[config.mk]
export PLATFORM = sky130hd
export DESIGN_NAME = wired_arb_agent
export DESIGN_NICKNAME = d
export VERILOG_FILES = /design/src/rtl/wired_arb_pkg.sv /design/src/rtl/wired_arb_idcap.sv /design/src/rtl/wired_arb_resolve.sv /design/src/rtl/wired_arb_agent.sv
export SDC_FILE = /design/constraint.sdc
export NUM_CORES = 1
export LEC_CHECK = 0
export BUFFER_PORTS_ARGS = -buffer_cell sky130_fd_sc_hd__buf_2
export CAP_MARGIN = 40
export CORE_MARGIN = 2
export CORE_UTILIZATION = 58
export CTS_BUF_LIST = sky130_fd_sc_hd__clkbuf_4
export DETAILED_ROUTE_END_ITERATION = 12
export PLACE_DENSITY = 0.95
export SLEW_MARGIN = 10
export SYNTH_ARGS = -nofsm -noshare
export SYNTH_HDL_FRONTEND = slang
export SYNTH_SLANG_ARGS = --single-unit
[constraint.sdc]
create_clock -name clk -period 3.31 [get_ports clk]
set_input_delay 0 -clock clk [delete_from_list [all_inputs] [get_ports clk]]
set_output_delay 0 -clock clk [all_outputs]
set_load 0.05 [all_outputs]
[src/rtl/wired_arb_pkg.sv]
package wired_arb_pkg;
  typedef enum logic [1:0] {
    AG_IDLE,
    AG_WAIT,
    AG_CONTEND,
    AG_OWN
  } agent_state_e;
endpackage

[src/rtl/wired_arb_idcap.sv]
// Captures the agent identifier from the priority lines during initialisation.
module wired_arb_idcap #(
  parameter int ID_W = 5
) (
  input  logic            clk,
  input  logic            rst,
  input  logic            capture_i,
  input  logic [ID_W-1:0] lines_i,
  output logic [ID_W-1:0] id_o
);
  always_ff @(posedge clk) begin
    if (rst) begin
      id_o <= '0;
    end else if (capture_i) begin
      id_o <= ~lines_i;  // a low line carries a 1
    end
  end
endmodule

[src/rtl/wired_arb_resolve.sv]
// Per-bit back-off mask and win detection against the wired result.
module wired_arb_resolve #(
  parameter int ID_W = 5
) (
  input  logic [ID_W-1:0] my_id_i,
  input  logic [ID_W-1:0] lines_i,
  output logic [ID_W-1:0] drive_mask_o,
  output logic            won_o
);
  logic [ID_W-1:0] resolved;
  logic [ID_W-1:0] beaten;  // beaten[i]: a stronger agent shows above bit i

  assign resolved = ~lines_i;
  assign beaten[ID_W-1] = 1'b0;

  for (genvar i = ID_W - 2; i >= 0; i--) begin : g_chain
    assign beaten[i] = beaten[i+1] | (resolved[i+1] & ~my_id_i[i+1]);
  end

  for (genvar i = 0; i < ID_W; i++) begin : g_mask
    assign drive_mask_o[i] = my_id_i[i] & ~beaten[i];
  end

  assign won_o = (resolved == my_id_i);
endmodule

[src/rtl/wired_arb_agent.sv]
module wired_arb_agent
  import wired_arb_pkg::*;
#(
  parameter int ID_W   = 5,
  parameter int SETTLE = 2
) (
  input  logic            clk,
  input  logic            rst,
  input  logic            init_busy_i,
  input  logic            id_latch_i,
  input  logic            req_i,
  output logic            grant_o,
  input  logic            xfer_active_i,
  input  logic            breq_in_i,
  output logic            breq_out_o,
  output logic            breq_oe_o,
  input  logic [ID_W-1:0] arb_in_i,
  output logic [ID_W-1:0] arb_out_o,
  output logic [ID_W-1:0] arb_oe_o
);
  localparam int CNT_W = (SETTLE < 1) ? 1 : $clog2(SETTLE + 1);
  localparam logic [CNT_W-1:0] CNT_LAST = CNT_W'(SETTLE);

  agent_state_e    state_q;
  logic [CNT_W-1:0] cnt_q;
  logic            grant_q;
  logic            breq_q;
  logic [ID_W-1:0] drive_q;
  logic [ID_W-1:0] my_id;
  logic [ID_W-1:0] drive_mask;
  logic            won;
  logic            bus_free;

  wired_arb_idcap #(.ID_W(ID_W)) u_idcap (
    .clk       (clk),
    .rst       (rst),
    .capture_i (init_busy_i & id_latch_i),
    .lines_i   (arb_in_i),
    .id_o      (my_id)
  );

  wired_arb_resolve #(.ID_W(ID_W)) u_resolve (
    .my_id_i      (my_id),
    .lines_i      (arb_in_i),
    .drive_mask_o (drive_mask),
    .won_o        (won)
  );

  // Idle bus: someone requests, no priority line pulled, no transfer running.
  assign bus_free = !breq_in_i && (&arb_in_i) && !xfer_active_i;

  always_ff @(posedge clk) begin
    if (rst || init_busy_i) begin
      state_q <= AG_IDLE;
      cnt_q   <= '0;
      grant_q <= 1'b0;
      breq_q  <= 1'b0;
      drive_q <= '0;
    end else begin
      unique case (state_q)
        AG_IDLE: begin
          if (req_i) begin
            state_q <= AG_WAIT;
            breq_q  <= 1'b1;
          end
        end
        AG_WAIT: begin
          if (!req_i) begin
            state_q <= AG_IDLE;
            breq_q  <= 1'b0;
          end else if (bus_free) begin
            state_q <= AG_CONTEND;
            drive_q <= my_id;
            cnt_q   <= '0;
          end
        end
        AG_CONTEND: begin
          if (cnt_q == CNT_LAST) begin
            if (won) begin
              state_q <= AG_OWN;
              grant_q <= 1'b1;
              drive_q <= my_id;
            end else begin
              state_q <= AG_WAIT;
              drive_q <= '0;
            end
          end else begin
            cnt_q   <= cnt_q + CNT_W'(1);
            drive_q <= drive_mask;
          end
        end
        AG_OWN: begin
          if (!req_i && !xfer_active_i) begin
            state_q <= AG_IDLE;
            grant_q <= 1'b0;
            breq_q  <= 1'b0;
            drive_q <= '0;
          end
        end
        default: state_q <= AG_IDLE;
      endcase
    end
  end

  assign grant_o    = grant_q;
  assign breq_oe_o  = breq_q;
  assign breq_out_o = 1'b0;
  assign arb_oe_o   = drive_q;
  assign arb_out_o  = '0;
endmodule

==> results.toml, run 1 <==
[drt]
antenna_left = 0
dr.pass1.iters = 4
vias_per_cell = 5.68
drc = 0
num_vias = 909
routed_wl_mm = 2.19
post_drt_wl_per_cell_um = 13.7
drt_iter0_markers = 28

[placed_design]
dp.cells = 146
numPortBuffers = 18
dpl.hpwl_mm = 1.47
dp_slack_ns = 1.70
gp_congestion = 0.810

[power]
peakVddDrop_mv = 0.224
powerDensity_nw_per_um2 = 338
power.leakage_nw = 0.514

[clock_network]
cts_buffer_depth = 2
htree_num_levels = 1
clkLatencyLatePin_ns = 0.28
cts-root-buf = "clkbuf_4"
cts_setup_buffers = 0
cts_tree = "yes"
numCtsBuffers = 3
clk_pin_slew_ns = 0.10
clkSinkCount = 16

[grt]
grt_max_degree = 13
grt_first_pass_wirelength_mm = 3.70
grtUsageMet2 = 0.423
grt_use_met3 = 0.0400
grt_pass1_vias = 841
track_usage = 0.248
gr-total-overflow = 0
antenna_found_initial = 0
use_met1 = 0.319
top_usage_layer = "met2"

[setup_path]
slowest_delay_ns = 0.35
crit_path_start_kind = "flop"
crit_path_cell_trace = "inv_1, ha_1, nor4_4, a32oi_1, o21ai_1, nand3_1, a21oi_1"
crit_path_end_kind = "flop"
ff2ff_setup_slack_ns = 1.66
critical-path-slowest-cell = "dfxtp_1"
path_max_fanout = 10
criticalPathCategory = "reg2reg"
cp.required_ns = 3.53
arrival_ns = 1.87

[floorplan]
core_area_um2 = 1540
initial_core_util = 0.628
die_w_um = 44.9
io_pins = 25
die-area_um2 = 2010
die_h_um = 44.9
core.rowCount = 14

[synthesis]
synth.cell_area_um2 = 968
synth_area_per_cell_um2 = 8.14
synth_ff_type = "dfxtp_1"
yosys_warnings = 0
synth_edf_count = 0
yosysSeqAreaShare = 0.331
ys_ff_latch = 16
synth_area_leaders = "dfxtp_1 (33%), ha_1 (6.5%), buf_4 (5.4%)"
synthDistinctLibCells = 35
netlist_instances = 119
synth_top_area_cell = "dfxtp_1"
synth_top_cell_area_share = 0.331
async_flop_share = 0

[sta]
layout_setup_ws_ns = 1.66
fin_crit_sh = 0.499
hold_slack_ns = 0.0267
rsz0062_at_grt = "false"
fin_skew_ns = 0.00537
hold_viol_final = 0
slew_viol_final = 0
max_clock_freq_mhz = 606
tns_ns = 0
setup_viol = 0
layout_min_cycle_time_ns = 1.65

[final_layout]
syn2layout_area_growth_pct = 18.0
drive_gt1_frac = 0.208
fin_cells = 160
fillCellCount = 114
antennaDiodeCount = 0
fin_nets = 162

[run_status]
status = "completed"

[hold_path]
hp-class = "in2reg"

[job]
maxCapViolations = 0
## through the flow
| stage | instance area, µm² | power (mW) | utilization |
|---|---|---|---|
| 5_1_grt | 1140 | 0.406 | 0.741 |
| 3_5_place_dp | 1020 | 0.271 | 0.659 |
| 3_3_place_gp | 1020 | 0.269 | 0.659 |
| 6_report | 1140 | 0.386 | 0.741 |
| 4_1_cts | 1140 | 0.384 | 0.741 |
| 2_1_floorplan | 987 | 0.260 | - |
## layer usage
| layer | vias to the layer above | routed length [µm] |
|---|---|---|
| li1 | 454 | - |
| met1 | 402 | 949 |
| met2 | 49 | 1060 |
| met3 | 4 | 163 |
| met4 | 0 | 17 |
| met5 | - | 0 |
## area by class of cell
cell class	count	area, µm²	share of cell area
Clock inverter	1	3.75	0.00329
Clock buffer	3	22.5	0.0197
Multi-Input combinational cell	84	538	0.471
Inverter	12	47.5	0.0416
Timing Repair Buffer	28	190	0.166
Sequential cell	16	320	0.280
Tap cell	16	20.0	0.0175
## report_power, final
part           switching (mW)  leakage (nW)  internal (mW)
Combinational          0.0477         0.368         0.0287
Clock                  0.0633        0.0154         0.0437
Sequential            0.00514         0.130          0.198
## cells in the final DEF (no fill, tap or decap), types with 4 or more instances in the layout
cell           Yosys  layout
dfxtp_1           16      16
a31oi_1            5       5
nor2_1            13      13
nand2_1            7       7
a211oi_1           6       6
conb_1             1       6
o21ai_1            4       4
a21oi_1            9       9
buf_2              2      18
nand3_1            4       4
dlygate4sd3_1      0      10
ha_1               5       5
inv_1             11      11
## flip-flops by register name, summed over array words and instances, names as in the netlist
name / cells
arb_oe_o: 5
u_idcap.id_o: 5
cnt_q: 2
state_q: 2
breq_oe_o: 1
grant_o: 1
## synth_stat cells (all sizes together), types with 2 or more instances
master / number
dfxtp: 16
nor2: 13
inv: 12
a21oi: 10
buf: 10
nand2: 8
o21ai: 7
a211oi: 6
a31oi: 5
ha: 5
nand3: 4
nor3: 3
and2: 2
and4: 2
clkbuf: 2
## logic make-up after synthesis
group                      synth area share
other                               0.00387
adders and majority gates            0.0646
and+or+nand+nor                       0.231
DFF                                   0.331
buffers and inverters                 0.133
AOI/OAI and AO/OA                     0.220
xor gates and xnor gates             0.0168
## worst paths after layout
kind	startpoint	cells after the start	end
worst max-delay path	cnt_q[0]	7	arb_oe_o[0]
worst max register to register	cnt_q[0]	7	arb_oe_o[0]
worst min register to register	arb_oe_o[3]	2	arb_oe_o[3]
worst min-delay path	init_busy_i	4	state_q[0]
## worst max-delay path: cells and delay by family, from the launching register on
family | cells | cell delay, ns
flip-flops | 1 | 0.35
adder cells (fa/ha/maj) | 1 | 0.34
AND/OR/NAND/NOR | 2 | 0.43
AO/OA/AOI/OAI | 3 | 0.37
buffers and inverters | 1 | 0.08
## what timing repair did
item / 4_1_cts / 5_1_grt
resized for setup: 0 / 0
hold buffers: 10 / 0
hold endpoints to repair: 5 / 0
No activity file was read; power rests on OpenSTA's default activity.
==> run 2, diff against run 1 <==
--- a/config.mk
+++ b/config.mk
@@ -8,10 +8,10 @@
 export BUFFER_PORTS_ARGS = -buffer_cell sky130_fd_sc_hd__buf_2
 export CAP_MARGIN = 40
 export CORE_MARGIN = 2
-export CORE_UTILIZATION = 58
+export CORE_UTILIZATION = 54
 export CTS_BUF_LIST = sky130_fd_sc_hd__clkbuf_4
 export DETAILED_ROUTE_END_ITERATION = 12
-export PLACE_DENSITY = 0.95
+export PLACE_DENSITY = 0.92
 export SLEW_MARGIN = 10
 export SYNTH_ARGS = -nofsm -noshare
 export SYNTH_HDL_FRONTEND = slang
==> constraint.sdc (replaced) <==
create_clock -name clk -period 1.6 [get_ports clk]
set_input_delay 0 -clock clk [delete_from_list [all_inputs] [get_ports clk]]
set_output_delay 0 -clock clk [all_outputs]
set_load 0.05 [all_outputs]
==> run 2 against run 1 <==
  * First-iteration DRC count shrank 50%
  * Sequential power grew 110%
  * Via count increased by 1.9%
  * Final cell count is 7.5% higher
  * Total power rose by 110%
  * Die area up 6.8%
  * Setup slack got worse by 1.5 ns
  * Hold slack lost 0.018 ns
  * Largest power group unchanged
==> results.toml, run 2 (synthesis results as in run 1) <==
[run_status]
status = "completed"

[floorplan]
die-area_um2 = 2150
core.rowCount = 15
die_h_um = 46.4
io_pins = 25
die_w_um = 46.4
initial_core_util = 0.567
core_area_um2 = 1710

[final_layout]
fin_nets = 166
stdcell_area_um2 = 1240
seqCellArea_um2 = 325
antennaDiodeCount = 0
final_common_cell = "buf_2"
syn2layout_area_growth_pct = 28.3
final_cell_mix = "buf_2 (14), nor2_1 (13), dfxtp_1 (12)"
final_core_util = 0.727
fillCellCount = 136
multiInputGateArea_um2 = 578
drive_gt1_frac = 0.306

[placed_design]
numPortBuffers = 18
dpl_cell_area_um2 = 1060
dp_slack_ns = 0.0136
dpl.hpwl_mm = 1.62
gp_congestion = 0.752

[setup_path]
criticalPathCategory = "reg2reg"
crit_path_end_kind = "flop"
cp.required_ns = 1.82
worst-r2r-cell-count = 8
arrival_ns = 1.71
path_max_fanout = 5
crit_path_start_kind = "flop"

[sta]
max_clock_freq_mhz = 673
hold_viol_final = 0
hold_slack_ns = 0.00853
layout_min_cycle_time_ns = 1.49
rsz0062_at_grt = "true"
fin_skew_ns = 0.00384
layout_setup_ws_ns = 0.114
setup_viol = 0
fin_crit_sh = 0.929
tns_ns = 0
slew_viol_final = 0

[grt]
gr-total-overflow = 0
grt_pass1_vias = 845
antenna_found_initial = 0
grt_first_pass_wirelength_mm = 3.58
grt_max_degree = 11
track_usage = 0.236

[job]
maxCapViolations = 0

[drt]
drt_iter0_markers = 14
post_drt_wl_per_cell_um = 13.3
num_vias = 926
antenna_left = 0
dr.pass1.iters = 4
vias_per_cell = 5.38
routed_wl_mm = 2.30
drc = 0

[clock_network]
cts-root-buf = "clkbuf_4"
numCtsBuffers = 3
clkSinkCount = 16
cts_tree = "yes"
clk_pin_slew_ns = 0.09
htree_num_levels = 1
cts_buffer_depth = 2
clkLatencyLatePin_ns = 0.28

[power]
peakVddDrop_mv = 0.619
power.leakage_nw = 0.560
powerDensity_nw_per_um2 = 655

[hold_path]
hold-path-cell-count = 4
hp-class = "in2reg"
## run 2: repair_timing
| item | CTS | global route |
|---|---|---|
| pin swaps | 0 | 6 |
| hold buffers | 10 | 0 |
| endpoints found under the setup margin | 2 | 7 |
| resized for setup | 1 | 16 |
| hold endpoints to repair | 5 | 0 |
| setup buffers | 0 | 4 |
| cloned | 0 | 0 |
## run 2: critical path, cell delays in order (launching register included)
cell and delay [ns]:
dfxtp_2 0.36, inv_4 0.05, ha_4 0.25, and4_4 0.25
buf_4 0.12, a21boi_1 0.07, o21ai_1 0.13, nand3_1 0.09
a21oi_1 0.11
## run 2: power by group
group / total, mW / internal [mW] / switching (mW)
logic: 0.187 / 0.0765 / 0.110
registers: 0.419 / 0.410 / 0.00925
clock network: 0.208 / 0.0875 / 0.121
## run 2: stage by stage
stage	total power [mW]	std cells
floorplan	0.539	124
global placement	0.562	159
detailed placement	0.569	159
CTS	0.789	172
global route	0.856	172
finish	0.814	172
## run 2: worst paths after layout
path                                       from           to  slack, ns
worst min-delay path                init_busy_i   state_q[0]      0.009
worst min register to register      arb_oe_o[4]  arb_oe_o[4]       0.46
worst max-delay path            u_idcap.id_o[3]  arb_oe_o[4]       0.11
worst max register to register  u_idcap.id_o[3]  arb_oe_o[4]       0.11
## run 2: layout make-up
cell class	instances	share of cell area
flip-flops and latches	16	0.262
inverters	12	0.0403
multi-input cells	84	0.465
well taps	25	0.0252
clock buffers	3	0.0181
repair buffers	32	0.189
## run 2: metal layers
metal / track usage / wire [µm] / share of wire
met5: 0 / 0 / 0
met4: 0.0457 / 23 / 0.010
met3: 0.0745 / 132 / 0.058
met2: 0.428 / 1210 / 0.53
met1: 0.268 / 933 / 0.41
